<file path="src/rtl/sir_pkg.sv">
package sir_pkg;
  typedef enum logic [2:0] {
    OP_NONE   = 3'd0,
    OP_DEST   = 3'd1,
    OP_MODE   = 3'd2,
    OP_READ   = 3'd3,
    OP_MASK   = 3'd4,
    OP_ACK    = 3'd5,
    OP_ENABLE = 3'd6,
    OP_RSVD   = 3'd7
  } sir_op_e;

  localparam int unsigned DIST_LSB = 0;
  localparam int unsigned TRIG_BIT = 4;
  localparam logic [1:0]  DIST_RR  = 2'd1;
endpackage

</file>
<file path="src/rtl/sir_channel.sv">
module sir_channel #(
  parameter int unsigned NUM_CORE = 4
) (
  input  logic                clk,
  input  logic                rst_n,
  input  logic                src,
  input  logic                we_dest,
  input  logic                we_mode,
  input  logic                we_mask,
  input  logic                ack,
  input  logic [NUM_CORE-1:0] dest_in,
  input  logic [1:0]          dist_in,
  input  logic                trig_in,
  input  logic                mask_in,
  input  logic                global_en,
  output logic [31:0]         mode_word,
  output logic [NUM_CORE-1:0] lines
);
  import sir_pkg::*;

  localparam int unsigned CW = (NUM_CORE > 1) ? $clog2(NUM_CORE) : 1;

  // first set bit of m at or after start, wrapping; start when m is empty
  function automatic logic [CW-1:0] first_from(input logic [NUM_CORE-1:0] m,
                                               input logic [CW-1:0] start);
    logic [CW-1:0] r;
    r = start;
    for (int k = NUM_CORE - 1; k >= 0; k--) begin
      int idx;
      idx = (int'(start) + k) % NUM_CORE;
      if (m[idx]) r = CW'(idx);
    end
    return r;
  endfunction

  function automatic logic [CW-1:0] wrap_inc(input logic [CW-1:0] v);
    return (int'(v) == NUM_CORE - 1) ? '0 : v + 1'b1;
  endfunction

  logic [NUM_CORE-1:0] dest_q;
  logic [1:0]          dist_q;
  logic                edge_q, mask_q, pend_q, prev_q, deliver_q;
  logic [CW-1:0]       ptr_q;

  logic          deliver, occ_end, rr_mode, rise;
  logic [CW-1:0] sel;

  assign rise    = src & ~prev_q;
  assign deliver = pend_q & ~mask_q & global_en;
  assign occ_end = deliver_q & ~deliver;
  assign rr_mode = (dist_q == DIST_RR);
  assign sel     = first_from(dest_q, ptr_q);

  always_ff @(posedge clk) begin
    if (!rst_n) begin
      dest_q    <= '1;
      dist_q    <= '0;
      edge_q    <= 1'b0;
      mask_q    <= 1'b1;
      pend_q    <= 1'b0;
      prev_q    <= 1'b0;
      deliver_q <= 1'b0;
      ptr_q     <= '0;
    end else begin
      prev_q    <= src;
      deliver_q <= deliver;
      if (edge_q) pend_q <= (pend_q & ~ack) | rise;
      else        pend_q <= src;
      if (occ_end) ptr_q <= first_from(dest_q, wrap_inc(sel));
      if (we_dest) dest_q <= dest_in;
      if (we_mode) begin
        dist_q <= dist_in;
        edge_q <= trig_in;
      end
      if (we_mask) mask_q <= mask_in;
    end
  end

  always_comb begin
    mode_word = '0;
    mode_word[DIST_LSB +: 2] = dist_q;
    mode_word[TRIG_BIT]      = edge_q;
  end

  always_comb begin
    lines = '0;
    if (deliver) begin
      if (rr_mode) lines[sel] = dest_q[sel];
      else         lines = dest_q;
    end
  end

  assert_edge_hold_R8: assert property (@(posedge clk) disable iff (!rst_n)
    (edge_q && pend_q && !ack) |=> pend_q)
    else $error("edge pending dropped without acknowledge");

  assert_level_track_R7: assert property (@(posedge clk) disable iff (!rst_n)
    (!edge_q) |=> (pend_q == $past(src)))
    else $error("level pending does not track input");

  assert_rr_single_R5: assert property (@(posedge clk) disable iff (!rst_n)
    rr_mode |-> $onehot0(lines))
    else $error("round-robin drove more than one core");

  assert_masked_quiet_R3: assert property (@(posedge clk) disable iff (!rst_n)
    ($past(we_mask) && $past(mask_in)) |-> (lines == '0))
    else $error("masked source still drives a line");
endmodule

</file>
<file path="src/rtl/shared_irq_router.sv">
module shared_irq_router #(
  parameter int unsigned NUM_SRC  = 8,
  parameter int unsigned NUM_CORE = 4,
  localparam int unsigned IW = (NUM_SRC > 1) ? $clog2(NUM_SRC) : 1
) (
  input  logic                         clk,
  input  logic                         rst_n,
  input  logic [NUM_SRC-1:0]           src_irq,
  input  logic                         cmd_valid,
  input  logic [2:0]                   cmd_op,
  input  logic [IW-1:0]                cmd_idx,
  input  logic [31:0]                  cmd_data,
  output logic [31:0]                  rd_data,
  output logic [NUM_CORE*NUM_SRC-1:0]  core_irq
);
  import sir_pkg::*;

  logic          en_q;
  logic [31:0]   rd_q;
  logic          idx_ok;
  sir_op_e       op;
  logic [31:0]   mode_words [NUM_SRC];
  logic [NUM_CORE-1:0] ch_lines [NUM_SRC];
  logic          unused_cmd;

  assign op         = sir_op_e'(cmd_op);
  assign idx_ok     = (32'(cmd_idx) < NUM_SRC);
  assign unused_cmd = ^cmd_data;

  function automatic logic hit(input sir_op_e o, input sir_op_e want,
                               input logic v, input logic ok);
    return v && ok && (o == want);
  endfunction

  for (genvar s = 0; s < NUM_SRC; s++) begin : g_src
    logic sel_here;
    assign sel_here = (32'(cmd_idx) == s);

    sir_channel #(.NUM_CORE(NUM_CORE)) u_ch (
      .clk       (clk),
      .rst_n     (rst_n),
      .src       (src_irq[s]),
      .we_dest   (sel_here && hit(op, OP_DEST, cmd_valid, idx_ok)),
      .we_mode   (sel_here && hit(op, OP_MODE, cmd_valid, idx_ok)),
      .we_mask   (sel_here && hit(op, OP_MASK, cmd_valid, idx_ok)),
      .ack       (sel_here && hit(op, OP_ACK,  cmd_valid, idx_ok)),
      .dest_in   (cmd_data[NUM_CORE-1:0]),
      .dist_in   (cmd_data[DIST_LSB +: 2]),
      .trig_in   (cmd_data[TRIG_BIT]),
      .mask_in   (cmd_data[0]),
      .global_en (en_q),
      .mode_word (mode_words[s]),
      .lines     (ch_lines[s])
    );

    for (genvar c = 0; c < NUM_CORE; c++) begin : g_core
      assign core_irq[c*NUM_SRC + s] = ch_lines[s][c];
    end
  end

  always_ff @(posedge clk) begin
    if (!rst_n) begin
      en_q <= 1'b0;
      rd_q <= '0;
    end else begin
      if (hit(op, OP_ENABLE, cmd_valid, 1'b1)) en_q <= 1'b1;
      if (hit(op, OP_READ, cmd_valid, idx_ok)) rd_q <= mode_words[cmd_idx];
    end
  end

  assign rd_data = rd_q;

  assert_enable_sticky_R2: assert property (@(posedge clk) disable iff (!rst_n)
    en_q |=> en_q)
    else $error("global enable dropped");

  assert_no_fwd_before_en_R2: assert property (@(posedge clk) disable iff (!rst_n)
    !en_q |-> (core_irq == '0))
    else $error("line active before enable");

  assert_read_reserved_R6: assert property (@(posedge clk) disable iff (!rst_n)
    (cmd_valid && op == OP_READ && idx_ok) |=> (rd_data[31:5] == '0 && rd_data[3:2] == '0))
    else $error("reserved mode bits read nonzero");
endmodule

</file>
<file path="config.mk">
export PLATFORM = sky130hd
export DESIGN_NAME = shared_irq_router
export DESIGN_NICKNAME = d
export VERILOG_FILES = /design/src/rtl/sir_pkg.sv /design/src/rtl/sir_channel.sv /design/src/rtl/shared_irq_router.sv
export SDC_FILE = /design/constraint.sdc
export NUM_CORES = 1
export LEC_CHECK = 0
export ABC_AREA = 1
export CAP_MARGIN = 30
export CORE_MARGIN = 2
export CORE_UTILIZATION = 30
export CTS_CLUSTER_DIAMETER = 60
export DETAILED_ROUTE_END_ITERATION = 12
export SLEW_MARGIN = 20
export SYNTH_ARGS = -nofsm -noshare
export SYNTH_HDL_FRONTEND = slang
export SYNTH_SLANG_ARGS = --single-unit
</file>
<file path="constraint.sdc">
create_clock -name clk -period 2.6 [get_ports clk]
set_clock_uncertainty 0.05 [all_clocks]
set_input_delay 0.26 -clock clk [delete_from_list [all_inputs] [get_ports clk]]
set_output_delay 0.26 -clock clk [all_outputs]
set_load 0.05 [all_outputs]
</file>
After elaboration in Yosys (flattened, before gate mapping)
Cells that the tools add are included.
{ "op_classes": {"n_bitwise": 89, "n_addsub": 56, "reduce_logical": 47, "eq_ne": 29, "order_cmp": 81, "muxes": 259} }
{ "op_table": {"columns": ["cell", "n"], "rows": [
  ["2-bit by 3-bit < comparator with 1-bit output (second input constant)", 72],
  ["1-bit binary-select mux with 2-bit select", 72],
  ["2-bit 2-to-1 mux", 72],
  ["32-bit binary-select mux with 3-bit select", 1],
  ["1-bit 2-to-1 mux", 88],
  ["2-bit adder (second input constant)", 32],
  ["32-bit 2-to-1 mux", 2],
  ["4-bit 2-to-1 mux", 16],
  ["2-bit by 1-bit adder with 2-bit output (second input constant)", 24],
  ["1-bit logical AND", 46],
  ["1-bit bitwise AND", 40],
  ["4-bit bitwise AND", 8],
  ["1-bit inverter", 32],
  ["3-bit equality test (second input constant)", 7],
  ["1-bit demux with 2-bit select", 8],
  ["2-bit by 1-bit equality test with 1-bit output (second input constant)", 8],
  ["2-bit equality test (second input constant)", 8],
  ["2-bit by 1-bit greater-or-equal comparator with 1-bit output (second input constant)", 8],
  ["3-bit by 2-bit equality test with 1-bit output (second input constant)", 4],
  ["1-bit OR", 8],
  ["3-bit by 1-bit equality test with 1-bit output (second input constant)", 2],
  ["4-bit greater-or-equal comparator (second input constant)", 1],
  ["3-bit inverter with 4-bit output", 1],
  ["3-bit logical NOT", 1]
]} }
{ "word_totals": {"in_bits": 49, "regBits": 137, "output_inout_bits": 64, "elab_cells": 627} }

Depth between registers and ports, before layout
{ "depth": {"ltp_word": 16, "ltp_mapped": 26, "depth_no_buf": 25} }

Hierarchy
From an unflattened synthesis, not the netlist that was laid out.
{ "unflattened": {"cells_unflattened": 2371, "hier_area_um2": 14071.0} }
{ "by_module_without_submodules": {"columns": ["mod", "cells_each", "seq_area_each_um2", "area_per_inst_um2", "instances"], "rows": [
  ["sir_channel at g_src[0].u_ch ...", 192, 260.2, 1271.2, 7],
  ["shared_irq_router", 823, 660.6, 3865.0, 1],
  ["sir_channel at g_src[7].u_ch", 204, 260.2, 1307.5, 1]
]} }

Least setup slack after synthesis
Ideal clock, no wire load.
{ "synth_path": {"kind": "reg-to-output", "startpoint": "register g_src[7].u_ch.ptr_q[1]", "endpoint": "output port core_irq[15]", "path_slack_ps": -401, "t_required_ps": 2290, "stages_incl_launch_ff": 14, "t_arrival_ps": 2691, "path_buffers": 1, "cell_sequence": "dfxtp_1 buf_2 xor2_1 nand2_1 nand2_1 nand2_1 nand2_2 nand2_1 nand2_2 nand2_4 o21ai_1 or2_4 a21oi_1 a211oi_1"} }
{ "synth_between": {"elab_chain_cells": 14, "word_cells_on_any_way": 25, "classes_between": "add/sub: 3; order compare: 2; mux: 18; bitwise: 1; reduce/logical: 1"} }
{ "synth_lines": {"columns": ["item", "line", "source"], "rows": [
  ["start: declaration", "sir_channel.sv:43", "logic [CW-1:0] ptr_q;"],
  ["start signal: assignment", "sir_channel.sv:69", "if (occ_end) ptr_q <= first_from(dest_q, wrap_inc(sel));"],
  ["2-bit adder", "sir_channel.sv:30", "idx = (int'(start) + k) % NUM_CORE;"],
  ["1-bit binary-select mux with 2-bit select", "sir_channel.sv:31", "if (m[idx]) r = CW'(idx);"],
  ["1-bit 2-to-1 mux (implied by the code)", "sir_channel.sv:31", null],
  ["2-bit 2-to-1 mux (3 in series)", "sir_channel.sv:31", null],
  ["2-bit 2-to-1 mux (*)", "sir_channel.sv:31", null],
  ["2-bit by 3-bit < comparator with 1-bit output (implied by the code) or 2-bit by 1-bit greater-or-equal comparator with 1-bit output (tied branches)", "sir_channel.sv:88", "if (rr_mode) lines[sel] = dest_q[sel];"],
  ["1-bit logical AND (implied by the code)", "sir_channel.sv:88", null],
  ["1-bit 2-to-1 mux (implied by the code)", "sir_channel.sv:88", null],
  ["1-bit demux with 2-bit select", null, null],
  ["4-bit bitwise AND (no source line) (*)", null, null],
  ["4-bit 2-to-1 mux (*)", "sir_channel.sv:88", null],
  ["4-bit 2-to-1 mux (*)", "sir_channel.sv:87", "if (deliver) begin"],
  ["end: declaration", "shared_irq_router.sv:14", "output logic [NUM_CORE*NUM_SRC-1:0] core_irq"]
]} }
Every way passes the cells marked *; elsewhere a longest branch is shown, timed or not. The select of a mux whose other input is x is not followed.

Worst setup path after layout
{ "layout_path": {"startpoint": "register g_src[5].u_ch.ptr_q[0]", "endpoint": "output port core_irq[13]"} }
{ "layout_between": {"elab_chain_cells": 14, "word_cells_on_any_way": 25, "classes_between": "add/sub: 3; order compare: 2; mux: 18; bitwise: 1; reduce/logical: 1"} }
{ "layout_lines": {"columns": ["item", "line"], "rows": [
  ["start: declaration", "sir_channel.sv:43"],
  ["start signal: assignment", "sir_channel.sv:69"],
  ["2-bit adder", "sir_channel.sv:30"],
  ["1-bit binary-select mux with 2-bit select", "sir_channel.sv:31"],
  ["1-bit 2-to-1 mux (implied by the code)", "sir_channel.sv:31"],
  ["2-bit 2-to-1 mux (3 in series)", "sir_channel.sv:31"],
  ["2-bit 2-to-1 mux (*)", "sir_channel.sv:31"],
  ["2-bit by 3-bit < comparator with 1-bit output (implied by the code) or 2-bit by 1-bit greater-or-equal comparator with 1-bit output (tied branches)", "sir_channel.sv:88"],
  ["1-bit logical AND (implied by the code)", "sir_channel.sv:88"],
  ["1-bit 2-to-1 mux (implied by the code)", "sir_channel.sv:88"],
  ["1-bit demux with 2-bit select", null],
  ["4-bit bitwise AND (no source line) (*)", null],
  ["4-bit 2-to-1 mux (*)", "sir_channel.sv:88"],
  ["4-bit 2-to-1 mux (*)", "sir_channel.sv:87"]
]} }
Marks and branches as above.

==> results.md <==
- # hold bufs at CTS: 0
- Standard-cell rows: 62
- Post-Syn Area: 8670 um2
- Crit path max fanout: 7
- Period Utilization, post-route: 1.07
- FMAX: 0.359 GHz
- Layout cells sized above 1: 0.398
- Die ar.: 30300 um2
- Count leader, synth: nand2_1
- Post-DRT Antenna Nets: 0
- CTS root buffer: clkbuf_16
- Die H: 174 um
- Routed WL: 27.5 mm
- Final worst setup slack: -0.183 ns
- Synth cell count leaders: nand2_1 (459), inv_1 (210), nand3_1 (129)
- Syn Inst Count: 1448
- CP startpoint kind: register
- Ys Warns: 0
- Post-route DRC: 0
- Leading post-synthesis cells by cell area: dfxtp_1 (25%), nand2_1 (20%), inv_1 (9.1%), nand3_1 (7.4%), o21ai_0 (6.0%)
- DR vias/cell: 4.78
- CTS tree: done
- Synth Flop Type: dfxtp_1
- Fill cell count: 2746
- Endpoints failing hold: 0
- Wirelength per Cell: 13.3 um
- I/O pin cnt: 113
- Logic gate share of total power: 0.110
- Starting Density: 0.303
- Sequential area share after synthesis: 0.249
- Final worst path period need: 2.78 ns
- Slowest-stage cell, CP: dfxtp_4
- Final global-route overflow total: 0
- CTS max path bufs: 2
- GRT Util Overall: 0.169
- Yosys top cell area share: 0.249
- Max rail drop VDD: 0.000299 V
- MaxCap Viol Count: 0
- Post-Place Setup Slack: -0.0933 ns
- Critical path type: register to primary output
- Clock Latency Late Sink: 0.36 ns
- GP Congestion: 0.890
- # setup viols final: 33
- Max incr delay on CP: 0.39 ns
- Setup TNS: -4.15 ns
- Initial antenna violation count: 0
- Number of buffers added on ports: 56
- DP Wirelength: 18.3 mm
- Pwr dens: 269 nW/um2
- Synth area leader: dfxtp_1
- Status: finished with violations
- Mapped Avg Cell Area: 5.99 um2
- WP data arrival: 2.47 ns
- N_diodes: 0
- Via count: 9872
- RSZ-0062 raised after global routing: yes
- Area grow syn2layout: 55.0%
- Slew Limit Fails: 0
- Iter 0 DRT Violations: 752
- Library cells used by synthesis: 41
- CTS sink count: 108
- Failing checks: negative setup slack
- Worst path cell trace: buf_6, o21ai_4, nand2_2, buf_4, o211ai_1, nand3_1, nand2_1, nand2_1, nand2_2, buf_6, ha_4, inv_2, o21ai_2, o21ai_1, nor2_2, buf_12
- CTS buffer count: 9
- Async SR Flop Fraction: 0
- Sw Ratio: 0.260
- Worst-margin pin slew: 0.918 ns
- EDFF count, synth: 0
- Clock share of power: 0.427
- Min-delay worst type: primary input to register
- Slew headroom: 0.388
- Largest net degree at the start of global routing: 84
- Worst-path clk slew: 0.07 ns
- Synth Register Bits: 108
- Worst path required time: 2.29 ns
- # nets final: 1759
- Vias in the first global route: 9118
- Die Wd: 174 um
- Int Pwr: 2680 uW
- Tot Pwr: 3620 uW
- First-pass GRT wire length: 43.0 mm
- Switching power total: 940 uW
- Iteration count of the initial detailed-routing pass: 5
- # H-tree levels: 3
- Flop pwr share: 0.463
- Leakage power figure: 0.00609 uW
- Crit path capture type: primary output
- Core area: 28600 um2
worst paths after layout:
path / depth (start not counted) / start / slack [ns] / endpoint
max: 16 / g_src[5].u_ch.ptr_q[0] / -0.18 / core_irq[13]
min: 3 / src_irq[6] / 0.39 / g_src[6].u_ch.prev_q
max reg2reg: 24 / g_src[3].u_ch.ptr_q[0] / -0.01 / g_src[3].u_ch.ptr_q[0]
min reg2reg: 2 / g_src[7].u_ch.pend_q / 0.42 / g_src[7].u_ch.pend_q
cell usage in the layout (no fill, tap or decap), types with 37 or more instances in the layout:
| master | instances |
|---|---|
| o21ai_1 | 37 |
| nand2_1 | 338 |
| inv_1 | 158 |
| dfxtp_1 | 78 |
| a21oi_1 | 39 |
| nor2_1 | 74 |
| buf_4 | 151 |
| inv_2 | 58 |
| nand2_2 | 129 |
| o21ai_0 | 55 |
| o211ai_1 | 46 |
| nand3_1 | 98 |
through the flow:
stage	std cells	hold WS [ns]	utilization	area [um2]
CTS	2040	0.385	0.424	12100
detailed placement	1990	0.412	0.380	10900
global route	2067	0.392	0.470	13400
floorplan	1476	0.322	-	8870
global placement	1990	0.407	0.380	10900
finish	2067	0.391	0.470	13400
cell type report:
cell class / instances / area, um2 / share of cell area
multi-input combinational: 1081 / 6900 / 0.513
clock buffer: 11 / 253 / 0.0188
sequential: 108 / 2230 / 0.166
tap: 384 / 480 / 0.0357
inverter: 228 / 896 / 0.0666
timing repair buffer: 250 / 2610 / 0.194
clock inverter: 5 / 82.6 / 0.00614
metal layers:
| layer | up-vias | global-route usage | wire length [um] |
|---|---|---|---|
| met5 | - | 0 | 0 |
| met3 | 31 | 0.0225 | 918 |
| met1 | 4579 | 0.217 | 12200 |
| met4 | 0 | 0.0336 | 344 |
| li1 | 5048 | - | - |
| met2 | 214 | 0.304 | 14000 |
state kept, by name (all words and copies together) (netlist names):
| signal | count |
|---|---|
| g_src.u_ch.dest_q | 32 |
| g_src.u_ch.dist_q | 16 |
| g_src.u_ch.ptr_q | 16 |
| g_src.u_ch.deliver_q | 8 |
| g_src.u_ch.edge_q | 8 |
| g_src.u_ch.mask_q | 8 |
| g_src.u_ch.pend_q | 8 |
| g_src.u_ch.prev_q | 8 |
| rd_data | 3 |
| en_q | 1 |
timing repair:
item                                    4_1_cts  5_1_grt
pin swaps                                    89      165
gates resized for setup                     240      289
endpoints found under the hold margin         0        0
gates cloned                                  1        2
endpoints found under the setup margin       40       48
buffers inserted                             38       27
power by group through the flow:
stage	registers, uW	logic [uW]	clock network [uW]
after floorplan	1720	273	0
after global placement	1720	352	0
after detailed placement	1720	355	0
after CTS	1680	370	1570
after global routing	1680	430	1640
final	1680	397	1540
logic make-up after synthesis:
| family | synth area share |
|---|---|
| other | 0.000432 |
| and+or+nand+nor | 0.368 |
| buffers and inverters | 0.147 |
| DFF | 0.249 |
| adders and majority gates | 0.0462 |
| xor gates and xnor gates | 0.0110 |
| AOI/OAI and AO/OA | 0.178 |
worst max-delay path: cells and delay by family (launching register included):
| family | cells | cell delay, ns |
|---|---|---|
| buffers and inverters | 5 | 0.60 |
| adder cells (fa/ha/maj) | 1 | 0.13 |
| AND/OR/NAND/NOR | 6 | 0.60 |
| AO/OA/AOI/OAI | 4 | 0.40 |
| flip-flops | 1 | 0.39 |
No activity file was read; power rests on OpenSTA's default activity.
